File: src/rtl/lnk100_pkg.sv
package lnk100_pkg;
  typedef enum logic {
    LNK_DOWN = 1'b0,
    LNK_UP   = 1'b1
  } lnk_st_e;
endpackage

File: src/rtl/lnk100_lock_qual.sv
module lnk100_lock_qual #(
  parameter int unsigned LOCK_CYCLES = 6250000
) (
  input  logic clk_i,
  input  logic rst_ni,
  input  logic en_i,
  input  logic lock_i,
  output logic qual_o
);
  localparam int unsigned LW = $clog2(LOCK_CYCLES + 1);
  localparam logic [LW-1:0] LAST = LW'(LOCK_CYCLES - 1);

  logic [LW-1:0] cnt_q;

  assign qual_o = en_i && lock_i && (cnt_q == LAST);

  always_ff @(posedge clk_i or negedge rst_ni) begin
    if (!rst_ni)                      cnt_q <= '0;
    else if (!en_i || !lock_i || qual_o) cnt_q <= '0;
    else                              cnt_q <= cnt_q + 1'b1;
  end


  lock_cnt_bound_chk: assert property (@(posedge clk_i) disable iff (!rst_ni)
    cnt_q <= LAST);

  qual_needs_lock_chk: assert property (@(posedge clk_i) disable iff (!rst_ni)
    qual_o |-> $past(lock_i) || (cnt_q == '0));
endmodule

File: src/rtl/lnk100_idle_window.sv
module lnk100_idle_window #(
  parameter int unsigned WINDOW_CYCLES = 250000,
  parameter int unsigned IDLE_RUN      = 16
) (
  input  logic clk_i,
  input  logic rst_ni,
  input  logic active_i,
  input  logic sym_valid_i,
  input  logic sym_idle_i,
  output logic expire_o
);
  localparam int unsigned WW = $clog2(WINDOW_CYCLES + 1);
  localparam int unsigned RW = $clog2(IDLE_RUN + 1);
  localparam logic [WW-1:0] WLAST = WW'(WINDOW_CYCLES - 1);
  localparam logic [RW-1:0] RLAST = RW'(IDLE_RUN - 1);

  logic [WW-1:0] win_q;
  logic [RW-1:0] run_q;
  logic          hit;

  assign hit      = active_i && sym_valid_i && sym_idle_i && (run_q == RLAST);
  assign expire_o = active_i && !hit && (win_q == WLAST);

  always_ff @(posedge clk_i or negedge rst_ni) begin
    if (!rst_ni) begin
      win_q <= '0;
      run_q <= '0;
    end else if (!active_i || hit) begin
      win_q <= '0;
      run_q <= '0;
    end else begin
      win_q <= expire_o ? '0 : win_q + 1'b1;
      if (sym_valid_i) run_q <= sym_idle_i ? run_q + 1'b1 : '0;
    end
  end


  run_bound_chk: assert property (@(posedge clk_i) disable iff (!rst_ni)
    run_q <= RLAST);

  win_bound_chk: assert property (@(posedge clk_i) disable iff (!rst_ni)
    win_q <= WLAST);

  run_clear_chk: assert property (@(posedge clk_i) disable iff (!rst_ni)
    (active_i && sym_valid_i && !sym_idle_i) |=> (run_q == '0));
endmodule

File: src/rtl/lnk100_status.sv
module lnk100_status
  import lnk100_pkg::*;
(
  input  logic clk_i,
  input  logic rst_ni,
  input  logic qual_i,
  input  logic expire_i,
  input  logic aneg_en_i,
  input  logic irq_en_i,
  input  logic stat_rd_i,
  output logic link_up_o,
  output logic fail_lat_o,
  output logic irq_o,
  output logic renego_o
);
  lnk_st_e st_q, st_d;
  logic    fail_evt;

  always_comb begin
    st_d = st_q;
    unique case (st_q)
      LNK_DOWN: if (qual_i)   st_d = LNK_UP;
      LNK_UP:   if (expire_i) st_d = LNK_DOWN;
      default:  st_d = LNK_DOWN;
    endcase
  end

  assign fail_evt  = (st_q == LNK_UP) && (st_d == LNK_DOWN);
  assign link_up_o = (st_q == LNK_UP);

  always_ff @(posedge clk_i or negedge rst_ni) begin
    if (!rst_ni) begin
      st_q       <= LNK_DOWN;
      fail_lat_o <= 1'b0;
      irq_o      <= 1'b0;
      renego_o   <= 1'b0;
    end else begin
      st_q       <= st_d;
      irq_o      <= irq_en_i && (st_d != st_q);
      renego_o   <= aneg_en_i && fail_evt;
      if (fail_evt)       fail_lat_o <= 1'b1;
      else if (stat_rd_i) fail_lat_o <= 1'b0;
    end
  end


  fail_sets_lat_chk: assert property (@(posedge clk_i) disable iff (!rst_ni)
    $fell(link_up_o) |-> fail_lat_o);

  irq_on_change_chk: assert property (@(posedge clk_i) disable iff (!rst_ni)
    irq_o |-> (link_up_o != $past(link_up_o)));

  renego_on_fall_chk: assert property (@(posedge clk_i) disable iff (!rst_ni)
    renego_o |-> $fell(link_up_o));
endmodule

File: src/rtl/lnk100_monitor.sv
module lnk100_monitor #(
  parameter int unsigned LOCK_CYCLES   = 6250000,
  parameter int unsigned WINDOW_CYCLES = 250000,
  parameter int unsigned IDLE_RUN      = 16
) (
  input  logic clk_i,
  input  logic rst_ni,
  input  logic lock_i,
  input  logic sym_valid_i,
  input  logic sym_idle_i,
  input  logic aneg_en_i,
  input  logic irq_en_i,
  input  logic stat_rd_i,
  input  logic tx_force_i,
  input  logic tx_en_i,
  output logic link_up_o,
  output logic fail_lat_o,
  output logic irq_o,
  output logic renego_o,
  output logic tx_en_o
);
  logic qual, expire, up;

  lnk100_lock_qual #(.LOCK_CYCLES(LOCK_CYCLES)) u_qual (
    .clk_i  (clk_i),
    .rst_ni (rst_ni),
    .en_i   (!up),
    .lock_i (lock_i),
    .qual_o (qual)
  );

  lnk100_idle_window #(
    .WINDOW_CYCLES (WINDOW_CYCLES),
    .IDLE_RUN      (IDLE_RUN)
  ) u_win (
    .clk_i       (clk_i),
    .rst_ni      (rst_ni),
    .active_i    (up),
    .sym_valid_i (sym_valid_i),
    .sym_idle_i  (sym_idle_i),
    .expire_o    (expire)
  );

  lnk100_status u_stat (
    .clk_i      (clk_i),
    .rst_ni     (rst_ni),
    .qual_i     (qual),
    .expire_i   (expire),
    .aneg_en_i  (aneg_en_i),
    .irq_en_i   (irq_en_i),
    .stat_rd_i  (stat_rd_i),
    .link_up_o  (up),
    .fail_lat_o (fail_lat_o),
    .irq_o      (irq_o),
    .renego_o   (renego_o)
  );

  assign link_up_o = up;
  assign tx_en_o   = tx_en_i && (up || tx_force_i);


  rise_needs_lock_chk: assert property (@(posedge clk_i) disable iff (!rst_ni)
    $rose(link_up_o) |-> $past(lock_i));

  tx_blocked_chk: assert property (@(posedge clk_i) disable iff (!rst_ni)
    (!link_up_o && !tx_force_i) |-> !tx_en_o);
endmodule

File: config.mk
export PLATFORM = sky130hd
export DESIGN_NAME = lnk100_monitor
export DESIGN_NICKNAME = d
export VERILOG_FILES = /design/src/rtl/lnk100_pkg.sv /design/src/rtl/lnk100_lock_qual.sv /design/src/rtl/lnk100_idle_window.sv /design/src/rtl/lnk100_status.sv /design/src/rtl/lnk100_monitor.sv
export SDC_FILE = /design/constraint.sdc
export NUM_CORES = 1
export LEC_CHECK = 0
export CORE_ASPECT_RATIO = 1.2
export CORE_MARGIN = 10
export CORE_UTILIZATION = 31
export DETAILED_ROUTE_END_ITERATION = 10
export PLACE_DENSITY_LB_ADDON = 0.2
export SLEW_MARGIN = 20
export SYNTH_ARGS = -nofsm -noshare
export SYNTH_HDL_FRONTEND = slang
export SYNTH_SLANG_ARGS = --single-unit
File: constraint.sdc
create_clock -name clk_i -period 2.06 [get_ports clk_i]
set_clock_uncertainty 0.1 [all_clocks]
set_input_delay 0.618 -clock clk_i [delete_from_list [all_inputs] [get_ports clk_i]]
set_output_delay 0.618 -clock clk_i [all_outputs]
set_load 0.02 [all_outputs]
==> PnR_summary.wiki <==
{| class="wikitable"
! Metric !! Value
|-
| Outcome || finished clean
|-
| Via count of the first global-routing pass || 2005
|-
| CTS H-Tree Depth || 2
|-
| Placer's final routability congestion estimate || 0.773
|-
| Buffer type at the clock tree root || sky130_fd_sc_hd__clkbuf_8
|-
| Sequential standard cell area || approximately 1300 µm²
|-
| CP max stage delay || roughly 0.61 ns
|-
| Post-DP HPWL || 3.70 mm
|-
| Hold-fix buffers at CTS || 0
|-
| Final Routed Wirelength || approximately 5.2 mm
|-
| Site Rows || 36
|-
| Startpoint of the worst setup timing path || u_stat.irq_o
|-
| Share of synthesized registers carrying an async set or reset || 1.00
|-
| Library cell occupying the most area in the post-synthesis netlist || sky130_fd_sc_hd__dfrtp_1
|-
| Syn Std Cell Area || 2540 µm²
|-
| Area growth, synth to finish || 20.3%
|-
| Worst-case clock buffer depth || 2
|-
| Number of vias in the routed layout || 1927
|-
| Largest cells by area after synthesis || sky130_fd_sc_hd__dfrtp_1, sky130_fd_sc_hd__nor2_1, sky130_fd_sc_hd__xnor2_1
|-
| Met1 Resource Use GR || 0.112
|-
| Area of the multi-input gates || 1250 µm²
|-
| YS warnings || 0
|-
| Biggest fanout along the worst timing path || 1
|-
| Final max-slew violation count || 0
|-
| Total global-route track usage || 0.0924
|-
| Gr ovfl total || 0
|-
| Buf+Inv Stages, Crit Path || 1
|-
| Cell chain of the critical path || clkdlybuf4s50_1
|-
| Proportion of synthesized chip area in sequential cells || 0.492
|-
| Cell variety after synth || 39
|-
| Met3 capacity usage during global routing || 0.0243
|-
| End-of-flow core utilization || 0.379
|-
| Ant diodes || 0
|-
| Measured slew at the worst slew-check pin || approximately 0.42 ns
|-
| Rel. slew slack || 0.721
|-
| Synthesized area per cell || between 9 and 10 µm²
|-
| Number of standard cells after synthesis || between 200 and 300
|-
| Number of buffer cells added on primary ports || 14
|-
| Setup Viol. Count Final || 0
|-
| Crit Path Category || reg -> out
|-
| Worst vdd ir || 0.344 mV
|-
| Clock tree from TritonCTS || yes
|-
| Core Footprint || between 8000 and 9000 µm²
|-
| Post-detailed-route count of antenna-violating nets || 0
|-
| Sink Count || 50
|-
| Die footprint || roughly 12000 µm²
|-
| Initial Utilization || 0.315
|-
| Via density per instance || approximately 5.0
|-
| Die X || ~100 µm
|-
| Max-cap check violation count || 0
|-
| Clk slew on worst S/H paths || 0.10 ns
|-
| Met2 usage in global routing || 0.153
|-
| Total Power Consumption || ~0.002 W
|-
| Category of cells accounting for the largest share of critical-path delay || buffers and inverters
|-
| Slowest stage cell, crit path || sky130_fd_sc_hd__clkdlybuf4s50_1
|-
| Number of hold violations in the final report || 0
|-
| Post-CTS Setup Inserts || 0
|-
| Minimum setup slack in the final design || roughly 0.063 ns
|-
| Pin count of the biggest net entering global routing || just over 50
|-
| Reg2Reg Launch Point || u_win.run_q[1]
|-
| Crit share post-route || 0.969
|-
| Detailed-route DRC error count || 0
|-
| Post-layout min period || approximately 2.0 ns
|-
| Endpoint class of the critical path || output port
|-
| Final net count || roughly 300
|-
| Data required time of the critical path || 1.34 ns
|-
| Top-level I/O count || 15
|-
| Post-synth EDFFs || 0
|-
| Busiest layer in global routing || met2
|-
| Seq cells post-synth || 50
|-
| Max Freq || roughly 0.50 GHz
|-
| Fraction of final layout cells sized beyond drive strength 1 || 0.137
|-
| First-pass GRT wire length || approximately 9.3 mm
|-
| Clock buffers created by TritonCTS || 5
|-
| Dpl ws || -0.445 ns
|-
| Filler Cell Count || between 800 and 900
|-
| Fraction of synthesized cell area taken by the top area cell type || 0.492
|-
| Source-to-sink clock delay at the later pin of the worst-skew pair || approximately 0.30 ns
|-
| Arr. time, crit path || approximately 1.3 ns
|-
| DRT iter0 DRCs || between 50 and 60
|-
| Worst min-delay path class || in -> async
|-
| Post-route cell area || about 3000 µm²
|-
| Power density cells || around 640 nW/µm²
|-
| Area after detailed placement || 2880 µm²
|-
| Die height || roughly 120 µm
|-
| Static leakage power || 1.28 nW
|-
| Type of origin of the critical path || flip-flop
|-
| Worst hold-check slack || 0.177 ns
|-
| Top flip-flop cell by instance count after synthesis || sky130_fd_sc_hd__dfrtp_1
|-
| Antenna violations before repair || 0
|-
| DRT Pass-1 Iters || 4
|-
| Average wire length per cell after detail routing || 13.5 µm
|-
| Synthesized Nets || between 200 and 300
|}
## through the flow
step | TNS [ns] | cells
2_1_floorplan | 0 | 263
3_3_place_gp | -0.473 | 380
3_5_place_dp | -0.474 | 380
4_1_cts | 0 | 388
5_1_grt | -0.000115 | 388
6_report | 0 | 388
## sequential cells by signal, indices dropped and copies added, names as in the netlist
signal             flops
u_stat.irq_o           1
u_stat.fail_lat_o      1
u_win.run_q            5
u_stat.link_up_o       1
u_win.win_q           18
u_stat.renego_o        1
u_qual.cnt_q          23
## placed cells by master (no fill, tap or decap), types with 8 or more instances in the layout
master,netlist,layout
sky130_fd_sc_hd__inv_1,10,10
sky130_fd_sc_hd__buf_4,0,13
sky130_fd_sc_hd__nand3_1,21,21
sky130_fd_sc_hd__xor2_1,9,9
sky130_fd_sc_hd__nor2_1,38,38
sky130_fd_sc_hd__nand2_1,17,16
sky130_fd_sc_hd__xnor2_1,16,16
sky130_fd_sc_hd__a21oi_1,15,15
sky130_fd_sc_hd__clkdlybuf4s50_1,0,8
sky130_fd_sc_hd__dfrtp_1,50,50
## area by class of cell
cell class | instances | area share
clock buffer | 6 | 0.0270
clock inverter | 2 | 0.0196
inverter | 10 | 0.0123
multi-input combinational | 197 | 0.408
sequential | 50 | 0.409
tap | 95 | 0.0389
timing repair buffer | 28 | 0.0851
## where the power goes
part	leakage [nW]	total [W]	internal (W)	switching, W
Sequential	0.692	0.000999	0.000990	0.00000938
Combinational	0.521	0.0000987	0.0000430	0.0000557
Clock	0.0714	0.000852	0.000518	0.000334
Total	1.28	0.00195	0.00155	0.000399
## path summary, 6_finish.rpt
| check | endpoint | slack [ns] | depth (start not counted) |
|---|---|---|---|
| setup / recovery | irq_o | 0.06 | 1 |
| hold / removal | u_qual.cnt_q[7] | 0.18 | 2 |
| hold reg to reg | u_win.win_q[0] | 0.39 | 1 |
| max in group asynchronous | u_win.win_q[17] | 1.43 | 2 |
| setup reg to reg | u_stat.link_up_o | 0.11 | 7 |
| min in group clk_i | u_win.win_q[0] | 0.39 | 1 |
## cell usage after synthesis, drive strengths merged, types with 6 or more instances
cell and count:
or4 7, nand3 21, nand2 17, o21ai 7
a21oi 15, o31ai 6, xnor2 16, nor3 7
inv 10, nor2 38, dfrtp 50, xor2 9
buf 6, and3 8, nand4 10, nor4 6
## metal layers
layer  wire, µm  vias to the layer above
li1           -                      990
met1       2490                      916
met2       2510                       17
met3        148                        4
met4         71                        0
met5          0                        -
## what timing repair did
item                       CTS  global route
pin swaps                    0             0
cloned                       0             0
setup endpoints to repair    2            36
gates resized for setup      5            12
## logic make-up after synthesis
logic type / Yosys count / share of synthesized area
compound gates: 36 / 0.0866
xor+xnor: 25 / 0.0861
mux: 1 / 0.00394
fa+ha+maj: 4 / 0.0197
simple gates: 131 / 0.282
flops: 50 / 0.492
buf+inv: 16 / 0.0290
No activity file was read; power rests on OpenSTA's default activity.
